===== config.mk =====
export PLATFORM = sky130hd
export DESIGN_NAME = twi_mem_slave
export DESIGN_NICKNAME = d
export VERILOG_FILES = /design/src/rtl/twi_mem_pkg.sv /design/src/rtl/twi_bus_sync.sv /design/src/rtl/twi_commit_timer.sv /design/src/rtl/twi_mem_array.sv /design/src/rtl/twi_mem_slave.sv
export SDC_FILE = /design/constraint.sdc
export NUM_CORES = 2
export LEC_CHECK = 0
export ABC_CLOCK_PERIOD_IN_PS = 4300
export BUFFER_PORTS_ARGS = -buffer_cell sky130_fd_sc_hd__buf_2
export CAP_MARGIN = 15
export CORE_ASPECT_RATIO = 0.9
export CORE_MARGIN = 5
export CORE_UTILIZATION = 55
export CTS_CLUSTER_SIZE = 8
export DETAILED_ROUTE_END_ITERATION = 6
export PLACE_DENSITY = 0.7
export SLEW_MARGIN = 10
export SYNTH_ARGS = -nofsm -noshare
export SYNTH_HDL_FRONTEND = slang
export SYNTH_SLANG_ARGS = --single-unit
export TNS_END_PERCENT = 5

===== constraint.sdc =====
create_clock -name clk -period 4.3 [get_ports clk]
set_clock_uncertainty 0.2 [all_clocks]
set_input_delay 0.645 -clock clk [delete_from_list [all_inputs] [get_ports clk]]
set_output_delay 0.645 -clock clk [all_outputs]
set_load 0.03 [all_outputs]

===== src/rtl/twi_mem_pkg.sv =====
`timescale 1ns/1ps
package twi_mem_pkg;
    localparam int BYTE_W = 8;
    localparam int ADDR_W = 8;
    localparam int DEV_W  = 7;

    typedef enum logic [2:0] {
        ST_IDLE,
        ST_DEVSEL,
        ST_WADDR,
        ST_WDATA,
        ST_ACK,
        ST_RDATA,
        ST_RACK
    } twi_state_e;
endpackage


===== src/rtl/twi_bus_sync.sv =====
`timescale 1ns/1ps
module twi_bus_sync #(
    parameter int STAGES = 2
) (
    input  logic clk,
    input  logic rst_n,
    input  logic scl_i,
    input  logic sda_i,
    output logic sda_o,
    output logic scl_rise_o,
    output logic scl_fall_o,
    output logic start_o,
    output logic stop_o
);
    logic [STAGES:0] scl_pipe;
    logic [STAGES:0] sda_pipe;

    always_ff @(posedge clk) begin
        if (!rst_n) begin
            scl_pipe <= '1;
            sda_pipe <= '1;
        end else begin
            scl_pipe <= {scl_pipe[STAGES-1:0], scl_i};
            sda_pipe <= {sda_pipe[STAGES-1:0], sda_i};
        end
    end

    logic scl_now, scl_old, sda_now, sda_old;
    assign scl_now = scl_pipe[STAGES-1];
    assign scl_old = scl_pipe[STAGES];
    assign sda_now = sda_pipe[STAGES-1];
    assign sda_old = sda_pipe[STAGES];

    assign sda_o      = sda_now;
    assign scl_rise_o = scl_now & ~scl_old;
    assign scl_fall_o = ~scl_now & scl_old;
    assign start_o    = scl_now & scl_old & sda_old & ~sda_now;
    assign stop_o     = scl_now & scl_old & ~sda_old & sda_now;
endmodule


===== src/rtl/twi_commit_timer.sv =====
`timescale 1ns/1ps
module twi_commit_timer #(
    parameter int CYCLES = 1_000_000
) (
    input  logic clk,
    input  logic rst_n,
    input  logic start_i,
    output logic busy_o,
    output logic done_o
);
    localparam int CW = $clog2(CYCLES + 1);

    logic [CW-1:0] cnt_q;

    always_ff @(posedge clk) begin
        if (!rst_n)
            cnt_q <= '0;
        else if (start_i && cnt_q == '0)
            cnt_q <= CW'(CYCLES);
        else if (cnt_q != '0)
            cnt_q <= cnt_q - CW'(1);
    end

    assign busy_o = (cnt_q != '0);
    assign done_o = (cnt_q == CW'(1));
endmodule


===== src/rtl/twi_mem_array.sv =====
`timescale 1ns/1ps
module twi_mem_array
    import twi_mem_pkg::*;
#(
    parameter int PAGE_BYTES = 4
) (
    input  logic                              clk,
    input  logic                              we_i,
    input  logic [ADDR_W-$clog2(PAGE_BYTES)-1:0] page_i,
    input  logic [PAGE_BYTES-1:0]             mask_i,
    input  logic [PAGE_BYTES-1:0][BYTE_W-1:0] wdata_i,
    input  logic [ADDR_W-1:0]                 raddr_i,
    output logic [BYTE_W-1:0]                 rdata_o
);
    localparam int PAGE_W = $clog2(PAGE_BYTES);
    localparam int DEPTH  = 1 << ADDR_W;

    logic [BYTE_W-1:0] mem [DEPTH];

    always_ff @(posedge clk) begin
        if (we_i) begin
            for (int i = 0; i < PAGE_BYTES; i++) begin
                if (mask_i[i])
                    mem[{page_i, PAGE_W'(i)}] <= wdata_i[i];
            end
        end
    end

    assign rdata_o = mem[raddr_i];
endmodule


===== src/rtl/twi_mem_slave.sv =====
`timescale 1ns/1ps
module twi_mem_slave
    import twi_mem_pkg::*;
#(
    parameter int               PAGE_BYTES   = 4,
    parameter int               WRITE_CYCLES = 1_000_000,
    parameter int               SYNC_STAGES  = 2,
    parameter int               STRAP_W      = 3,
    parameter logic [DEV_W-1:0] DEV_BASE     = 7'b1010000
) (
    input  logic               clk,
    input  logic               rst_n,
    input  logic               scl_i,
    input  logic               sda_i,
    input  logic [STRAP_W-1:0] strap_i,
    output logic               sda_oe_o
);
    localparam int PAGE_W = $clog2(PAGE_BYTES);

    logic sda_s, scl_rise, scl_fall, bus_start, bus_stop;

    twi_bus_sync #(.STAGES(SYNC_STAGES)) u_sync (
        .clk(clk), .rst_n(rst_n), .scl_i(scl_i), .sda_i(sda_i),
        .sda_o(sda_s), .scl_rise_o(scl_rise), .scl_fall_o(scl_fall),
        .start_o(bus_start), .stop_o(bus_stop)
    );

    twi_state_e state_q, state_d, after_ack_q;
    logic [BYTE_W-1:0]                 shreg_q;
    logic [3:0]                        bitcnt_q;
    logic [ADDR_W-1:0]                 addr_q;
    logic [PAGE_BYTES-1:0][BYTE_W-1:0] pbuf_q;
    logic [PAGE_BYTES-1:0]             pmask_q, cmask_q;
    logic                              rd_more_q;
    logic                              busy, commit_done, commit_go;
    logic [BYTE_W-1:0]                 rdata;
    logic                              byte_done, dev_hit;

    assign commit_go = bus_stop && (|pmask_q) && !busy;

    twi_commit_timer #(.CYCLES(WRITE_CYCLES)) u_timer (
        .clk(clk), .rst_n(rst_n), .start_i(commit_go),
        .busy_o(busy), .done_o(commit_done)
    );

    twi_mem_array #(.PAGE_BYTES(PAGE_BYTES)) u_array (
        .clk(clk), .we_i(commit_done), .page_i(addr_q[ADDR_W-1:PAGE_W]),
        .mask_i(cmask_q), .wdata_i(pbuf_q), .raddr_i(addr_q), .rdata_o(rdata)
    );

    assign byte_done = scl_fall && (bitcnt_q == 4'd8);
    assign dev_hit   = (shreg_q[BYTE_W-1:STRAP_W+1] == DEV_BASE[DEV_W-1:STRAP_W])
                    && (shreg_q[STRAP_W:1] == strap_i) && !busy;

    // next state
    always_comb begin
        state_d = state_q;
        if (bus_stop)
            state_d = ST_IDLE;
        else if (bus_start)
            state_d = ST_DEVSEL;
        else begin
            unique case (state_q)
                ST_IDLE:            state_d = ST_IDLE;
                ST_DEVSEL:          if (byte_done) state_d = dev_hit ? ST_ACK : ST_IDLE;
                ST_WADDR, ST_WDATA: if (byte_done) state_d = ST_ACK;
                ST_ACK:             if (scl_fall) state_d = after_ack_q;
                ST_RDATA:           if (scl_fall && bitcnt_q == 4'd7) state_d = ST_RACK;
                ST_RACK:            if (scl_fall) state_d = rd_more_q ? ST_RDATA : ST_IDLE;
                default:            state_d = ST_IDLE;
            endcase
        end
    end

    // state register and datapath
    always_ff @(posedge clk) begin
        if (!rst_n) begin
            state_q     <= ST_IDLE;
            after_ack_q <= ST_IDLE;
            shreg_q     <= '0;
            bitcnt_q    <= '0;
            addr_q      <= '0;
            pbuf_q      <= '0;
            pmask_q     <= '0;
            cmask_q     <= '0;
            rd_more_q   <= 1'b0;
        end else begin
            state_q <= state_d;
            if (commit_go)
                cmask_q <= pmask_q;
            if (bus_start || bus_stop) begin
                bitcnt_q <= '0;
                pmask_q  <= '0;
            end else begin
                unique case (state_q)
                    ST_DEVSEL, ST_WADDR, ST_WDATA: begin
                        if (scl_rise && bitcnt_q != 4'd8) begin
                            shreg_q  <= {shreg_q[BYTE_W-2:0], sda_s};
                            bitcnt_q <= bitcnt_q + 4'd1;
                        end
                        if (byte_done) begin
                            bitcnt_q <= '0;
                            if (state_q == ST_DEVSEL) begin
                                after_ack_q <= shreg_q[0] ? ST_RDATA : ST_WADDR;
                            end else if (state_q == ST_WADDR) begin
                                addr_q      <= shreg_q;
                                after_ack_q <= ST_WDATA;
                            end else begin
                                pbuf_q[addr_q[PAGE_W-1:0]]  <= shreg_q;
                                pmask_q[addr_q[PAGE_W-1:0]] <= 1'b1;
                                addr_q[PAGE_W-1:0]          <= addr_q[PAGE_W-1:0] + PAGE_W'(1);
                                after_ack_q                 <= ST_WDATA;
                            end
                        end
                    end
                    ST_ACK: begin
                        if (scl_fall) begin
                            bitcnt_q <= '0;
                            if (after_ack_q == ST_RDATA) begin
                                shreg_q <= rdata;
                                addr_q  <= addr_q + ADDR_W'(1);
                            end
                        end
                    end
                    ST_RDATA: begin
                        if (scl_fall) begin
                            if (bitcnt_q == 4'd7) begin
                                bitcnt_q <= '0;
                            end else begin
                                shreg_q  <= {shreg_q[BYTE_W-2:0], 1'b0};
                                bitcnt_q <= bitcnt_q + 4'd1;
                            end
                        end
                    end
                    ST_RACK: begin
                        if (scl_rise)
                            rd_more_q <= ~sda_s;
                        if (scl_fall && rd_more_q) begin
                            shreg_q <= rdata;
                            addr_q  <= addr_q + ADDR_W'(1);
                        end
                    end
                    default: ;
                endcase
            end
        end
    end

    // outputs
    always_comb begin
        sda_oe_o = (state_q == ST_ACK) || (state_q == ST_RDATA && !shreg_q[BYTE_W-1]);
    end
endmodule


==> impl_metrics.csv <==
group,metric,value,unit
global_routing,global_route_wire_length_before_repair,388000,µm
die,core_region_area,150000,µm²
timing,worst-slew-pin-transition,1.37,ns
route,drt-initial-drc-count,9883,
layout,nNetsFinal,5335,
route,post_drt_wl_per_cell,38.1,µm
timing,achievable-frequency,238,MHz
layout,area_growth_syn_to_layout,16.3,%
pwr,post-layout-total-power,44.7,mW
critical_path,crit_path_end_kind,"register",
placement,hpwl,164000,µm
timing,maxSlewViolCount,0,
timing,setup_repair_after_global_routing_missed_its_margin,"no",
synth,synth.lib_cells_used.distinct,71,
critical_path,r2r_cells,9,
synth,synth_seq_cells,2141,
run_status,violations,"DRC",
run_status,run_status,"finished with violations",
critical_path,worstReg2RegStart,"addr_q[3]",
job,max_cap_viol_count,0,
pwr,power-per-cell-area,463,nW/µm²
global_routing,via_count_of_the_first_global_routing_pass,50800,
clock_tree,tritoncts,"built",
timing,final_period_minus_worst_setup_slack,4.19,ns
hold_path,hold_path.startpoint,"strap_i[1]",
hold_path,min_to,"state_q[2]",
hold_path,hold_path_depth,6,
die,dieHeight,379,µm
route,drt-total-wl,281000,µm
clock_tree,htreeDepth,5,
global_routing,grt_antenna_before_repair,15,
critical_path,worstPathArrival,4.77,ns
critical_path,reg2reg_slack,0.11,ns
timing,max_slew_margin,8.87,%
synth,yosysWarnings,0,
route,detailedRoute.firstPassIterationCount,7,
global_routing,grt_start_max_net_pins,65,
synth,synthArstFlopShare,0,%
clock_tree,clk_latency,0.94,ns
critical_path,r2r-end,"shreg_q[0]",
synth,syn-mean-instance-area,17.0,µm²
timing,setup_violations,0,
die,die_x,420,µm
clock_tree,post_cts_buffers,0,
critical_path,timing.critical_path.fanout_max,27,
route,drcViolationCount,17,
die,initial_core_util,55.3,%
global_routing,groute.usage.overall,35.2,%
critical_path,required,4.88,ns
placement,gp_congestion,0.977,
synth,seq_area_frac_synth,76.2,%
die,floorplan.die_area,159000,µm²
clock_tree,cts_inserted_buffers,317,
clock_tree,clock_sink_count,2141,
critical_path,setup.worst_path.class,"reg -> reg",
route,routed-via-count,52400,
synth,edff_count_synth,2048,
synth,synthCells,4881,
die,top_ports,8,
layout,layout.core_utilization,64.3,%
global_routing,globalRoute.totalOverflow,0,
layout,mostFrequentLayoutCells,"2048 x sky130_fd_sc_hd__edfxtp_1, 905 x sky130_fd_sc_hd__mux2i_1, 451 x sky130_fd_sc_hd__o22ai_1, 375 x sky130_fd_sc_hd__buf_4, 325 x sky130_fd_sc_hd__clkbuf_16",
layout,layout_commonest_cell,"sky130_fd_sc_hd__edfxtp_1",
timing,setup-tns-final,0,ns
synth,yosys_most_used_dff,"sky130_fd_sc_hd__edfxtp_1",
route,drt.antenna.violating_nets,0,
clock_tree,cts_repair_resize_count,0,
synth,mappedNetlistNets,4897,
layout,post-route-cell-area,96700,µm²
placement,port_buffers,7,
clock_tree,cts.clk_slew.worst_paths,0.05,ns
timing,hold_viol_final,0,
pwr,cellLeakagePower,30.0,nW
die,placementRows,135,
hold_path,timing.hold.worst.class,"in -> reg",
route,avgViaCountPerCell,7.11,
timing,min_period_over_period,97.5,%
critical_path,setup.worst_path.start_class,"register",
placement,placedInstanceArea,88300,µm²
pwr,max_vdd_drop,0.425,mV
clock_tree,holdBufCountCts,5,
clock_tree,cts_root_buf,"sky130_fd_sc_hd__clkbuf_16",
layout,drive_gt1_share,16.3,%
clock_tree,cts_buffer_depth,4,
synth,synthesis.area,83100,µm²
## through the flow
stage	instances	hold WS [ns]	setup WS (ns)
floorplan	4881	0.186	1.09
global placement	6981	0.188	0.443
detailed placement	6981	0.198	0.389
CTS	7360	0.00231	0.358
global route	7360	0.114	0.191
finish	7373	0.0726	0.107
## registers in the layout (all words and copies together) (netlist names)
register,count
u_sync.sda_pipe,3
after_ack_q,3
pmask_q,4
pbuf_q,32
bitcnt_q,4
shreg_q,8
cmask_q,4
u_timer.cnt_q,20
u_array.mem,2048
rd_more_q,1
addr_q,8
u_sync.scl_pipe,3
state_q,3
## cell families after synthesis
kind of cell | count (synthesis) | share of synthesized area (%)
flip-flops | 2141 | 76.2
AO/OA/AOI/OAI | 656 | 5.03
adder cells (fa/ha/maj) | 9 | 0.135
AND/OR/NAND/NOR | 769 | 4.31
multiplexers | 968 | 12.6
buffers and inverters | 321 | 1.53
XOR/XNOR | 17 | 0.179
## routing by layer
layer	track usage (%)	vias up	wire length (µm)	share of wire (%)
li1	-	20300	-	-
met1	47.7	25800	96500	34
met2	52.2	5258	122000	43
met3	11.0	1137	45300	16
met4	17.5	12	17000	6.0
met5	0	-	80	0.028
## worst max-delay path, cell delays in order, from the launching register on
cell and delay (ns):
sky130_fd_sc_hd__dfxtp_1 0.87, sky130_fd_sc_hd__or4b_4 0.62, sky130_fd_sc_hd__buf_12 0.29, sky130_fd_sc_hd__buf_4 0.18, sky130_fd_sc_hd__o22ai_1 0.12, sky130_fd_sc_hd__nor4_1 0.75, sky130_fd_sc_hd__nand2_1 0.29, sky130_fd_sc_hd__a21oi_1 0.37
sky130_fd_sc_hd__and4_1 0.23, sky130_fd_sc_hd__a31oi_1 0.08
## synth_stat cells, drive strengths merged, types with 4 or more instances
cell     number  area share [%]
edfxtp     2048              74
mux2i       905              11
o22ai       451             3.4
nor2        323             1.5
clkbuf      181            0.82
nand2       176            0.79
buf         124            0.64
nor4        111            0.84
dfxtp        93             2.2
a21oi        72            0.43
mux4         61             1.7
nand3        56            0.34
a22oi        30            0.27
o21ai        23            0.14
nor3         17            0.10
inv          16           0.072
a31oi        15            0.11
xnor2        15            0.16
a211oi       14            0.13
nand2b       12           0.090
nand4        10           0.075
ha            9            0.14
and2          7           0.053
and3          7           0.053
nor3b         7           0.063
or2           7           0.053
a21boi        6           0.054
nand4bb       6           0.081
nor2b         6           0.045
a221oi        5           0.053
a311oi        5           0.053
nand4b        4           0.042
o2111ai       4           0.042
or3           4           0.036
or4b          4           0.048
## power breakdown
part	internal (mW)	total [mW]	leakage, nW	switching (mW)
Combinational	0.237	0.549	6.20	0.312
Sequential	22.6	22.7	19.7	0.0832
Clock	13.3	21.5	4.07	8.21
Total	36.1	44.7	30.0	8.61
## final cells by class
class	instances	area [µm²]
diodes	13	32.5
clock buffers	371	8310
repair buffers	424	3640
fillers	10200	53600
clock inverters	3	21.3
multi-input cells	2419	18700
inverters	16	60.1
flip-flops and latches	2141	63500
well taps	1986	2480
## how the worst max path moves through the flow
stage                                      to        startpoint
after global routing               shreg_q[7]         addr_q[3]
after floorplan           u_array.mem[116][0]  u_timer.cnt_q[2]
after CTS                          shreg_q[0]         addr_q[3]
after global placement             shreg_q[0]         addr_q[3]
final                              shreg_q[0]         addr_q[3]
after detailed placement           shreg_q[0]         addr_q[3]
No activity file was read; power rests on OpenSTA's default activity.
